### config.mk
export PLATFORM = sky130hd
export DESIGN_NAME = stopwatch4
export DESIGN_NICKNAME = d
export VERILOG_FILES = /design/src/rtl/sw_pkg.sv /design/src/rtl/sw_debounce.sv /design/src/rtl/sw_digits.sv /design/src/rtl/sw_display.sv /design/src/rtl/stopwatch4.sv
export SDC_FILE = /design/constraint.sdc
export NUM_CORES = 1
export LEC_CHECK = 0
export BUFFER_PORTS_ARGS = -buffer_cell sky130_fd_sc_hd__buf_2
export CELL_PAD_IN_SITES_DETAIL_PLACEMENT = 0
export CELL_PAD_IN_SITES_GLOBAL_PLACEMENT = 1
export CORE_UTILIZATION = 48
export DETAILED_ROUTE_END_ITERATION = 7
export GPL_TIMING_DRIVEN = 0
export PLACE_DENSITY_LB_ADDON = 0.25
export SYNTH_ARGS = -nofsm -noshare
export SYNTH_HDL_FRONTEND = slang
export SYNTH_HIERARCHICAL = 1
export SYNTH_SLANG_ARGS = --single-unit
### constraint.sdc
create_clock -name clk -period 2.89 [get_ports clk]
set_input_delay 0.578 -clock clk [delete_from_list [all_inputs] [get_ports clk]]
set_output_delay 0.578 -clock clk [all_outputs]
set_load 0.01 [all_outputs]
### src/rtl/sw_pkg.sv
package sw_pkg;

    typedef enum logic [1:0] {
        ST_IDLE   = 2'd0,
        ST_RUN    = 2'd1,
        ST_MANUAL = 2'd2
    } sw_state_e;

    // Active-high segment pattern: bit0 = a ... bit6 = g, bit7 = dp (off)
    function automatic logic [7:0] seg_of(input logic [3:0] v);
        logic [7:0] p;
        unique case (v)
            4'd0:    p = 8'h3F;
            4'd1:    p = 8'h06;
            4'd2:    p = 8'h5B;
            4'd3:    p = 8'h4F;
            4'd4:    p = 8'h66;
            4'd5:    p = 8'h6D;
            4'd6:    p = 8'h7D;
            4'd7:    p = 8'h07;
            4'd8:    p = 8'h7F;
            4'd9:    p = 8'h6F;
            default: p = 8'h00;
        endcase
        return p;
    endfunction

endpackage

### src/rtl/sw_debounce.sv
module sw_debounce #(
    parameter int LIM = 20
) (
    input  logic clk,
    input  logic rst,
    input  logic raw_i,
    output logic level_o
);
    localparam int CW = (LIM > 1) ? $clog2(LIM) : 1;

    logic          meta_q;
    logic          sync_q;
    logic          level_q;
    logic [CW-1:0] cnt_q;

    always_ff @(posedge clk) begin
        if (rst) begin
            meta_q  <= 1'b0;
            sync_q  <= 1'b0;
            level_q <= 1'b0;
            cnt_q   <= '0;
        end else begin
            meta_q <= raw_i;
            sync_q <= meta_q;
            if (sync_q == level_q) begin
                cnt_q <= '0;
            end else if (cnt_q == CW'(LIM - 1)) begin
                level_q <= sync_q;
                cnt_q   <= '0;
            end else begin
                cnt_q <= cnt_q + 1'b1;
            end
        end
    end

    assign level_o = level_q;

    AST_DB_HOLD: assert property (@(posedge clk) disable iff (rst)
        (sync_q != level_q && cnt_q != CW'(LIM - 1)) |=> $stable(level_q));

endmodule

### src/rtl/sw_digits.sv
module sw_digits #(
    parameter int NDIG = 4
) (
    input  logic              clk,
    input  logic              rst,
    input  logic              step_i,
    output logic [4*NDIG-1:0] digits_o
);
    localparam logic [4*NDIG-1:0] ALL_NINE = {NDIG{4'h9}};

    logic [NDIG:0] carry;
    logic [3:0]    dq [NDIG];

    assign carry[0] = step_i;

    for (genvar i = 0; i < NDIG; i++) begin : g_dig
        assign carry[i+1] = carry[i] & (dq[i] == 4'd9);

        always_ff @(posedge clk) begin
            if (rst) begin
                dq[i] <= 4'd0;
            end else if (carry[i]) begin
                dq[i] <= (dq[i] == 4'd9) ? 4'd0 : dq[i] + 4'd1;
            end
        end

        assign digits_o[i*4 +: 4] = dq[i];

        AST_DIGIT_RANGE: assert property (@(posedge clk) disable iff (rst)
            digits_o[i*4 +: 4] <= 4'd9);
    end

    AST_WRAP_ZERO: assert property (@(posedge clk) disable iff (rst)
        (step_i && digits_o == ALL_NINE) |=> (digits_o == '0));

endmodule

### src/rtl/sw_display.sv
module sw_display #(
    parameter int NDIG = 4
) (
    input  logic              clk,
    input  logic              rst,
    input  logic [4*NDIG-1:0] digits_i,
    input  logic              blank_i,
    input  logic              inv_i,
    output logic [7:0]        seg_o,
    output logic [NDIG-1:0]   dig_o
);
    import sw_pkg::*;

    localparam int SW = (NDIG > 1) ? $clog2(NDIG) : 1;

    logic [SW-1:0]   sel_q;
    logic [NDIG-1:0] sel_oh;
    logic [3:0]      cur;
    logic [7:0]      seg_pos;

    always_ff @(posedge clk) begin
        if (rst) begin
            sel_q <= '0;
        end else if (sel_q == SW'(NDIG - 1)) begin
            sel_q <= '0;
        end else begin
            sel_q <= sel_q + 1'b1;
        end
    end

    always_comb begin
        sel_oh  = NDIG'(1) << sel_q;
        cur     = digits_i[sel_q*4 +: 4];
        seg_pos = blank_i ? 8'h00 : seg_of(cur);
    end

    assign seg_o = seg_pos ^ {8{inv_i}};
    assign dig_o = sel_oh ^ {NDIG{inv_i}};

    AST_ONE_DIGIT: assert property (@(posedge clk) disable iff (rst)
        $countones(dig_o ^ {NDIG{inv_i}}) == 1);
    AST_BLANK_DARK: assert property (@(posedge clk) disable iff (rst)
        blank_i |-> ((seg_o ^ {8{inv_i}}) == 8'h00));

endmodule

### src/rtl/stopwatch4.sv
module stopwatch4 #(
    parameter int DIV     = 1000,
    parameter int DEB_LIM = 20,
    parameter int NDIG    = 4
) (
    input  logic            clk,
    input  logic            rst,
    input  logic            inv_i,
    input  logic            start_i,
    input  logic            stop_i,
    input  logic            mode_i,
    output logic [7:0]      seg_o,
    output logic [NDIG-1:0] dig_o
);
    import sw_pkg::*;

    localparam int CW   = (DIV > 1) ? $clog2(DIV) : 1;
    localparam int HALF = DIV / 2;

    logic [2:0] raw_btn;
    logic [2:0] btn_db;
    logic       start_db;
    logic       stop_db;
    logic       mode_db;

    assign raw_btn = {mode_i, stop_i, start_i};

    for (genvar b = 0; b < 3; b++) begin : g_deb
        sw_debounce #(.LIM(DEB_LIM)) u_deb (
            .clk     (clk),
            .rst     (rst),
            .raw_i   (raw_btn[b]),
            .level_o (btn_db[b])
        );
    end

    assign start_db = btn_db[0];
    assign stop_db  = btn_db[1];
    assign mode_db  = btn_db[2];

    // Free-running divider: one tick per DIV clocks, also sets blink phase
    logic [CW-1:0] div_q;
    logic          tick;

    always_ff @(posedge clk) begin
        if (rst || tick) begin
            div_q <= '0;
        end else begin
            div_q <= div_q + 1'b1;
        end
    end

    assign tick = (div_q == CW'(DIV - 1));

    // Press edge and lock flags
    logic start_prev_q;
    logic mode_lock_q;
    logic start_rise;
    logic mode_tog;

    always_ff @(posedge clk) begin
        if (rst) begin
            start_prev_q <= 1'b0;
            mode_lock_q  <= 1'b0;
        end else begin
            start_prev_q <= start_db;
            mode_lock_q  <= mode_db;
        end
    end

    assign start_rise = start_db & ~start_prev_q;
    assign mode_tog   = mode_db & ~mode_lock_q;

    // Controller
    sw_state_e state_q;
    sw_state_e state_d;

    always_ff @(posedge clk) begin
        if (rst) begin
            state_q <= ST_IDLE;
        end else begin
            state_q <= state_d;
        end
    end

    always_comb begin
        state_d = state_q;
        unique case (state_q)
            ST_IDLE: begin
                if (mode_tog)        state_d = ST_MANUAL;
                else if (start_rise) state_d = ST_RUN;
            end
            ST_RUN: begin
                if (mode_tog)        state_d = ST_MANUAL;
                else if (stop_db)    state_d = ST_IDLE;
            end
            ST_MANUAL: begin
                if (mode_tog)        state_d = ST_IDLE;
            end
            default:                 state_d = ST_IDLE;
        endcase
    end

    logic step;
    logic blink_en;
    logic blank;

    always_comb begin
        step     = 1'b0;
        blink_en = 1'b1;
        unique case (state_q)
            ST_IDLE: begin
                step     = 1'b0;
                blink_en = 1'b1;
            end
            ST_RUN: begin
                step     = tick;
                blink_en = 1'b0;
            end
            ST_MANUAL: begin
                step     = start_rise & ~mode_tog;
                blink_en = 1'b1;
            end
            default: begin
                step     = 1'b0;
                blink_en = 1'b1;
            end
        endcase
        blank = blink_en && (div_q >= CW'(HALF));
    end

    logic [4*NDIG-1:0] digits;

    sw_digits #(.NDIG(NDIG)) u_digits (
        .clk      (clk),
        .rst      (rst),
        .step_i   (step),
        .digits_o (digits)
    );

    sw_display #(.NDIG(NDIG)) u_disp (
        .clk      (clk),
        .rst      (rst),
        .digits_i (digits),
        .blank_i  (blank),
        .inv_i    (inv_i),
        .seg_o    (seg_o),
        .dig_o    (dig_o)
    );

    AST_IDLE_FROZEN: assert property (@(posedge clk) disable iff (rst)
        (state_q == ST_IDLE) |=> $stable(digits));
    AST_MANUAL_NO_TICK: assert property (@(posedge clk) disable iff (rst)
        (state_q == ST_MANUAL && !start_rise) |=> $stable(digits));
    AST_MODE_ONCE: assert property (@(posedge clk) disable iff (rst)
        mode_tog |=> !mode_tog);

endmodule

==> results of run 1 <==
-- stage by stage --
step	setup TNS [ns]	worst slack, ns	utilization, %	std cells	area, µm²
3_5_place_dp	0	0.0406	53.0	422	3400
2_1_floorplan	0	0.219	-	328	3220
6_report	-0.280	-0.0527	57.1	444	3670
5_1_grt	-1.02	-0.182	57.1	444	3670
3_3_place_gp	0	0.0577	53.0	422	3400
4_1_cts	-0.297	-0.0602	56.4	440	3620
-- Yosys cell counts (7+ instances only) --
cell / instances
sky130_fd_sc_hd__edfxtp_1: 16
sky130_fd_sc_hd__xor2_1: 16
sky130_fd_sc_hd__nor2b_1: 12
sky130_fd_sc_hd__xnor2_1: 13
sky130_fd_sc_hd__nand3b_1: 7
sky130_fd_sc_hd__dfxtp_1: 40
sky130_fd_sc_hd__nor3_1: 7
sky130_fd_sc_hd__ha_1: 25
sky130_fd_sc_hd__inv_1: 27
sky130_fd_sc_hd__a21oi_1: 7
sky130_fd_sc_hd__nand3_1: 12
sky130_fd_sc_hd__nor2_1: 49
sky130_fd_sc_hd__nand2_1: 9
-- area by class of cell --
cell class	instances	area share, %
clock buffer	7	2.93
tap	77	2.63
clock inverter	1	0.239
buffer	7	1.47
sequential	56	34.9
inverter	27	2.76
multi-input combinational	238	49.8
timing repair buffer	31	5.18
-- logic make-up after synthesis --
family / Yosys count / synth area share [%]
compound gates: 34 / 7.15
xor+xnor: 29 / 7.89
fa+ha+maj: 25 / 9.72
buf+inv: 34 / 4.82
simple gates: 140 / 25.8
flops: 56 / 39.8
mux: 10 / 4.82
-- power by group through the flow --
stage	Clock [mW]	Sequential, mW	Combinational (mW)
2_1_floorplan	0	0.872	0.244
3_3_place_gp	0	0.879	0.323
3_5_place_dp	0	0.880	0.330
4_1_cts	0.528	0.861	0.368
5_1_grt	0.565	0.866	0.432
6_report	0.512	0.861	0.388
-- worst max-delay path, delay by kind of cell (launching register included) --
| kind | cells | cell delay, ns |
|---|---|---|
| multiplexers | 2 | 0.73 |
| buffers and inverters | 4 | 0.42 |
| AO/OA/AOI/OAI | 2 | 0.40 |
| flip-flops | 1 | 0.35 |
| adder cells (fa/ha/maj) | 1 | 0.15 |
-- registers in the layout, indices dropped and copies added (netlist names) --
register and cells:
u_digits/dq 16, g_deb.u_deb/cnt_q 15, div_q 10, g_deb.u_deb/level_o 3
g_deb.u_deb/meta_q 3, g_deb.u_deb/sync_q 3, state_q 2, u_disp/sel_q 2
mode_lock_q 1, start_prev_q 1
-- metal layers --
| metal | share of wire [%] | wire length, µm |
|---|---|---|
| met3 | 4.3 | 246 |
| met4 | 1.9 | 110 |
| met2 | 45 | 2560 |
| met1 | 49 | 2770 |
| met5 | 0 | 0 |
-- repair_timing --
item	in CTS	in global routing
pin swaps	3	4
setup endpoints to repair	7	7
resized for setup	13	5
buffers inserted	10	4
-- how the worst min path moves through the flow --
stage	to	slack, ns	depth (start not counted)	startpoint
2_1_floorplan	g_deb[0].u_deb/sync_q	0.41	1	g_deb[0].u_deb/meta_q
3_3_place_gp	g_deb[0].u_deb/sync_q	0.42	1	g_deb[0].u_deb/meta_q
3_5_place_dp	g_deb[1].u_deb/sync_q	0.43	1	g_deb[1].u_deb/meta_q
4_1_cts	g_deb[1].u_deb/cnt_q[0]	0.45	1	g_deb[1].u_deb/cnt_q[0]
5_1_grt	g_deb[0].u_deb/meta_q	0.46	2	start_i
6_report	g_deb[1].u_deb/cnt_q[0]	0.45	1	g_deb[1].u_deb/cnt_q[0]
==> impl_metrics.py, run 1 <==
metrics = {
    "clocking": {
        "cts_tree": "yes",
        "root_driver": "sky130_fd_sc_hd__clkbuf_8",
        "clock_sinks": 56,
        "clk_path_buf_depth": 2,
        "postCtsHoldBufs": 0,
        "cts_inserted_buffers": 5,
        "clk_latency_ns": 0.33,
        "cts_htree_levels": 2,
        "clk_pin_slew_worst_setup_hold_paths_ns": 0.11,
    },
    "synth": {
        "area_contributors_post_synth": "sky130_fd_sc_hd__dfxtp_1 25%, sky130_fd_sc_hd__edfxtp_1 15%, sky130_fd_sc_hd__ha_1 9.7%, sky130_fd_sc_hd__nor2_1 5.7%, sky130_fd_sc_hd__xor2_1 4.4%",
        "netlist_area_um2": 3220,
        "postSynthCellCount": 328,
        "synth_enable_flop_cells": 16,
        "async_flop_share_pct": 0,
        "synth_cell_types": 56,
        "synth_nets": 359,
        "post_synth.cell_area_avg_um2": 9.82,
        "ys.flop_type": "sky130_fd_sc_hd__dfxtp_1",
        "yosysWarnings": 6,
        "share_of_yosys_cell_area_claimed_by_the_top_area_cell_type_pct": 24.9,
        "yosysTopAreaCell": "sky130_fd_sc_hd__dfxtp_1",
        "synth.yosys.seq_area_share_pct": 39.8,
        "synth_seq_cells": 56,
    },
    "setup_path": {
        "worst_setup_path_endpoint": "seg_o[4]",
        "worst_ep_arrival_time_ns": 2.36,
        "worstReg2RegEnd": "u_digits/dq[1][6]",
        "crit_path_top_delay_cell": "sky130_fd_sc_hd__mux4_2",
        "critical_path.cell_chain": "buf_6, mux4_2, inv_2, ha_1, inv_1, mux2i_2, o311ai_1, a221o_1, buf_2",
        "cp-end-kind": "primary output",
        "setup.worst_path.class": "reg -> out",
        "ff2ff_path_depth": 8,
        "max_stage_delay_ns": 0.55,
        "worst_setup_path_start_kind": "flop",
        "wp_data_required_ns": 2.31,
        "crit_fanout": 4,
        "worst-r2r-setup-slack_ns": 0.40,
        "critical_path.reg2reg.startpoint": "div_q[0]",
        "worst_setup_path_startpoint": "u_disp/sel_q[0]",
    },
    "routing": {
        "wirelength_um": 5690,
        "drt_drc_violations_left": 2,
        "initialDrtViolationCount": 92,
        "ant_nets": 0,
        "drt-pass1-iter-count": 6,
        "routed-via-count": 2365,
        "wl_per_cell_um": 12.8,
        "drt-vias-per-instance": 5.33,
    },
    "timing": {
        "final-max-slew-violation-count": 0,
        "max_fclk_mhz": 340,
        "finalWorstSetupSlack_ns": -0.0527,
        "setup-violations-final": 6,
        "slew_headroom_pct": 62.4,
        "worstMarginPinSlew_ns": 0.560,
        "hold_ws_ns": 0.447,
        "clock_skew_ns": 0.0151,
        "grt_setup_unrepaired": "true",
        "timing.final.crit_period_ns": 2.94,
        "hold_viol_final": 0,
        "final_worst_path_cycle_share_pct": 102,
    },
    "layout": {
        "multi_input_area_um2": 1830,
        "layout.cells.most_common": "sky130_fd_sc_hd__nor2_1",
        "final_layout_size_suffix_gt1_share_pct": 21.3,
        "final_nets": 397,
        "layout_stage_area_growth_over_the_synthesis_result_pct": 14.0,
        "mostFrequentLayoutCells": "47 x sky130_fd_sc_hd__nor2_1, 39 x sky130_fd_sc_hd__dfxtp_1, 25 x sky130_fd_sc_hd__inv_1",
        "fillCellCount": 594,
        "ff_latch_area_um2": 1280,
        "diodes": 0,
    },
    "place": {
        "hpwl_um": 3990,
        "place.gp.congestion": 0.766,
        "io_buffer_count": 17,
    },
    "pwr": {
        "power_switching_uw": 487,
        "portion_of_total_power_attributed_to_the_clock_network_pct": 29.1,
        "p_leak_nw": 1.40,
        "power.sequential.fraction_pct": 48.9,
        "power_density_nw_per_um2": 480,
        "netSwitchingFraction_pct": 27.7,
        "combPwrFrac_pct": 22.0,
        "cell_internal_pwr_mw": 1.27,
        "ir_worst_vdd_mv": 0.236,
        "fin_total_pwr_mw": 1.76,
    },
    "flow_run": {
        "max_cap_viol": 0,
    },
    "run_status": {
        "violations": "design-rule violations, negative setup slack",
        "outcome": "complete, but fails checks",
    },
    "worst_hold_path": {
        "holdCritPathClass": "reg -> reg",
    },
    "grt": {
        "grt_start_max_net_pins": 28,
        "grt.overflow.total": 0,
        "met2_usage_pct": 27.6,
        "grt_pass1_wl_um": 9870,
        "grt_pass1_vias": 2187,
        "grt_util_all_layers_pct": 17.6,
        "antenna_found_initial": 0,
        "grt_util_met3_pct": 4.85,
        "grt.busiest_layer": "met2",
        "gr-usage-met1_pct": 22.9,
    },
    "die": {
        "die_height_um": 83.9,
        "die_area_um2": 7040,
        "num_rows": 29,
        "placeableCoreArea_um2": 6420,
        "io_pins": 18,
        "fp.dieW_um": 83.9,
        "initial_utilization_pct": 50.1,
    },
}
Note: power is estimated with default switching activity, not from simulation.
==> inputs of run 2 (changes only) <==
CORE_MARGIN = 3   (was default)
CORE_UTILIZATION = 47   (was 48)
SYNTH_HIERARCHICAL = default   (was 1)
==> run 2 against run 1 <==
Compared with the run above:
- worst setup slack better by 0.0047 ns
- synthesized cell count down 8.5%
- critical path depth down 2
- total power down 4.7%
- the flow finishes with violations (negative setup slack)
- flip-flop and latch count unchanged
- register-to-register slack better by 0.14 ns
- sequential power down 0.8%
- clock skew down 0.0085 ns
- worst hold slack worse by 0.0032 ns
- highest routed layer unchanged
==> impl_metrics.py, run 2 <==
metrics = {
    "grt": {
        "grt_pass1_wl_um": 8690,
        "antenna_found_initial": 0,
        "grt_util_all_layers_pct": 14.6,
        "grt_start_max_net_pins": 17,
        "grt_pass1_vias": 1985,
        "grt.overflow.total": 0,
    },
    "timing": {
        "clock_skew_ns": 0.00667,
        "grt_setup_unrepaired": "true",
        "setup_total_neg_slack_ns": -0.0899,
        "finalWorstSetupSlack_ns": -0.0480,
        "hold_viol_final": 0,
        "setup-violations-final": 4,
        "worstMarginPinSlew_ns": 1.00,
        "max_fclk_mhz": 340,
        "hold_ws_ns": 0.443,
        "final-max-slew-violation-count": 0,
        "timing.final.crit_period_ns": 2.94,
        "slew_headroom_pct": 32.8,
        "final_worst_path_cycle_share_pct": 102,
    },
    "routing": {
        "ant_nets": 0,
        "wl_per_cell_um": 12.2,
        "routed-via-count": 2114,
        "wirelength_um": 5060,
        "initialDrtViolationCount": 76,
        "drt-vias-per-instance": 5.09,
        "drt_drc_violations_left": 0,
        "drt-pass1-iter-count": 4,
    },
    "synth": {
        "postSynthCellCount": 300,
        "post_synthesis_simple_gate_area_fraction_pct": 19.1,
        "synth_top_cells_by_count": "47 x sky130_fd_sc_hd__nor2_1, 40 x sky130_fd_sc_hd__dfxtp_1, 26 x sky130_fd_sc_hd__ha_1, 26 x sky130_fd_sc_hd__xor2_1, 24 x sky130_fd_sc_hd__inv_1",
        "post_synth.cell_area_avg_um2": 9.86,
        "yosysWarnings": 0,
        "area_fraction_in_compound_gates_after_synthesis_pct": 6.17,
        "async_flop_share_pct": 0,
        "area_contributors_post_synth": "sky130_fd_sc_hd__dfxtp_1 27%, sky130_fd_sc_hd__edfxtp_1 16%, sky130_fd_sc_hd__ha_1 11%, sky130_fd_sc_hd__xor2_1 7.7%, sky130_fd_sc_hd__nor2_1 6.0%",
        "synth_seq_cells": 56,
        "synth.most_common_cell": "sky130_fd_sc_hd__nor2_1",
        "synth_enable_flop_cells": 16,
        "synth_cell_types": 44,
        "yosys.area_share.adder_pct": 11.0,
        "largest_family_of_logic_cells_by_synthesized_area": "simple AND/OR/NAND/NOR gates",
        "netlist_area_um2": 2960,
        "share_of_yosys_cell_area_claimed_by_the_top_area_cell_type_pct": 27.1,
        "synthMuxAreaShare_pct": 4.69,
        "synth_nets": 332,
        "ys.flop_type": "sky130_fd_sc_hd__dfxtp_1",
        "yosys.area_share.xor_xnor_pct": 11.5,
        "yosysTopAreaCell": "sky130_fd_sc_hd__dfxtp_1",
        "synth.yosys.seq_area_share_pct": 43.3,
    },
    "setup_path": {
        "wp_data_required_ns": 2.31,
        "critical_path.reg2reg.startpoint": "div_q[0]",
        "crit_path_top_delay_cell": "sky130_fd_sc_hd__mux4_2",
        "cp-end-kind": "primary output",
        "ff2ff_path_depth": 5,
        "worstReg2RegEnd": "u_digits.dq[1][6]",
        "setup.worst_path.class": "reg -> out",
        "worst_setup_path_start_kind": "flop",
        "worst-r2r-setup-slack_ns": 0.54,
        "cp_num_buf_inv": 2,
        "critical_path.cell_chain": "mux4_2, buf_6, ha_4, a211o_2, a21oi_2, xor2_1, buf_2",
        "crit_fanout": 4,
        "critical_path_s_top_delay_family": "multiplexers",
        "max_stage_delay_ns": 0.56,
        "worst_ep_arrival_time_ns": 2.36,
    },
    "worst_hold_path": {
        "min_path_cells": 1,
        "timing.hold.worst.start": "g_deb[2].u_deb.meta_q",
        "holdCritPathClass": "reg -> reg",
        "min_delay_worst_endpoint": "g_deb[2].u_deb.sync_q",
    },
    "place": {
        "placedInstanceArea_um2": 3140,
        "io_buffer_count": 17,
        "place.gp.congestion": 0.782,
        "hpwl_um": 3570,
    },
    "die": {
        "num_rows": 28,
        "placeableCoreArea_um2": 6030,
        "fp.dieW_um": 85.3,
        "die_height_um": 85.3,
        "io_pins": 18,
        "die_area_um2": 7280,
        "initial_utilization_pct": 49.1,
    },
    "layout": {
        "mostFrequentLayoutCells": "46 x sky130_fd_sc_hd__nor2_1, 38 x sky130_fd_sc_hd__dfxtp_1, 26 x sky130_fd_sc_hd__xor2_1",
        "registers.top_by_ff_count": "u_digits.dq",
        "final_nets": 371,
        "layout.cells.most_common": "sky130_fd_sc_hd__nor2_1",
        "diodes": 0,
        "final_layout_size_suffix_gt1_share_pct": 20.0,
        "final_util_pct": 57.0,
        "layout_stage_area_growth_over_the_synthesis_result_pct": 16.1,
        "layout_top_registers": "u_digits.dq x16, g_deb.u_deb.cnt_q x15, div_q x10",
        "finalInstanceArea_um2": 3430,
        "largest_register_ff_count": 16,
    },
    "pwr": {
        "p_leak_nw": 1.36,
        "power_density_nw_per_um2": 489,
        "ir_worst_vdd_mv": 0.289,
        "fin_total_pwr_mw": 1.68,
    },
    "clocking": {
        "postCtsHoldBufs": 0,
        "root_driver": "sky130_fd_sc_hd__clkbuf_8",
        "clk_latency_ns": 0.31,
        "cts_tree": "yes",
        "clk_pin_slew_worst_setup_hold_paths_ns": 0.09,
        "clock_sinks": 56,
        "cts_htree_levels": 2,
        "clk_path_buf_depth": 2,
        "cts_inserted_buffers": 5,
    },
    "flow_run": {
        "max_cap_viol": 0,
    },
    "run_status": {
        "outcome": "complete, but fails checks",
        "violations": "negative setup slack",
    },
}
-- run 2: cell types whose count changed after synthesis, moves of 5 or more --
cell / change
sky130_fd_sc_hd__a31oi_1: -5
sky130_fd_sc_hd__nand3b_1: -7
sky130_fd_sc_hd__nand4b_1: -5
sky130_fd_sc_hd__xor2_1: +10
-- run 2: worst max-delay path by stage --
stage               slack, ns  cells after the start               from        to
floorplan                0.14                      8    u_disp.sel_q[0]  seg_o[5]
global placement        -0.08                      9    u_disp.sel_q[0]  seg_o[5]
detailed placement      -0.10                      9    u_disp.sel_q[0]  seg_o[5]
CTS                     -0.11                      8    u_disp.sel_q[0]  seg_o[5]
global route            -0.16                      7    u_disp.sel_q[0]  seg_o[5]
finish                  -0.05                      7  u_digits.dq[1][5]  seg_o[5]
-- run 2: kinds of logic (layout without fill, tap and decap cells) --
kind of cell             Yosys count  in the layout
adder cells (fa/ha/maj)           26             26
multiplexers                       8              8
XOR/XNOR                          39             39
AND/OR/NAND/NOR                  114            114
flip-flops                        56             56
AO/OA/AOI/OAI                     27             27
buffers and inverters             30             70
-- run 2: report_power, final --
part | leakage (nW) | switching (mW) | internal, mW | total, mW
clock | 0.0506 | 0.239 | 0.225 | 0.464
sequential | 0.491 | 0.0249 | 0.829 | 0.854
combinational | 0.814 | 0.188 | 0.172 | 0.360
total | 1.36 | 0.452 | 1.23 | 1.68
-- run 2: cell type report --
| type | count | area [µm²] |
|---|---|---|
| Clock buffer | 8 | 101 |
| Inverter | 24 | 92.6 |
| Sequential cell | 56 | 1290 |
| Multi-Input combinational cell | 214 | 1620 |
| Timing Repair Buffer | 33 | 218 |
| Tap cell | 75 | 93.8 |
| Buffer | 5 | 23.8 |
| Fill cell | 552 | 2590 |
-- run 2: repair_timing --
item / CTS / global route
endpoints found under the setup margin: 7 / 7
setup buffers: 10 / 6
pin swaps: 6 / 6
gates resized for setup: 21 / 10
-- run 2: through the flow --
| step | setup WS (ns) | std cells |
|---|---|---|
| floorplan | 0.136 | 300 |
| global placement | -0.0828 | 392 |
| detailed placement | -0.101 | 392 |
| CTS | -0.105 | 410 |
| global route | -0.161 | 415 |
| finish | -0.0480 | 415 |
-- run 2: per-layer routing --
layer	vias up	wire (µm)	global-route usage, %
li1	1092	-	-
met1	983	2380	17.9
met2	27	2400	25.0
met3	12	149	2.52
met4	0	126	6.62
met5	-	0	0
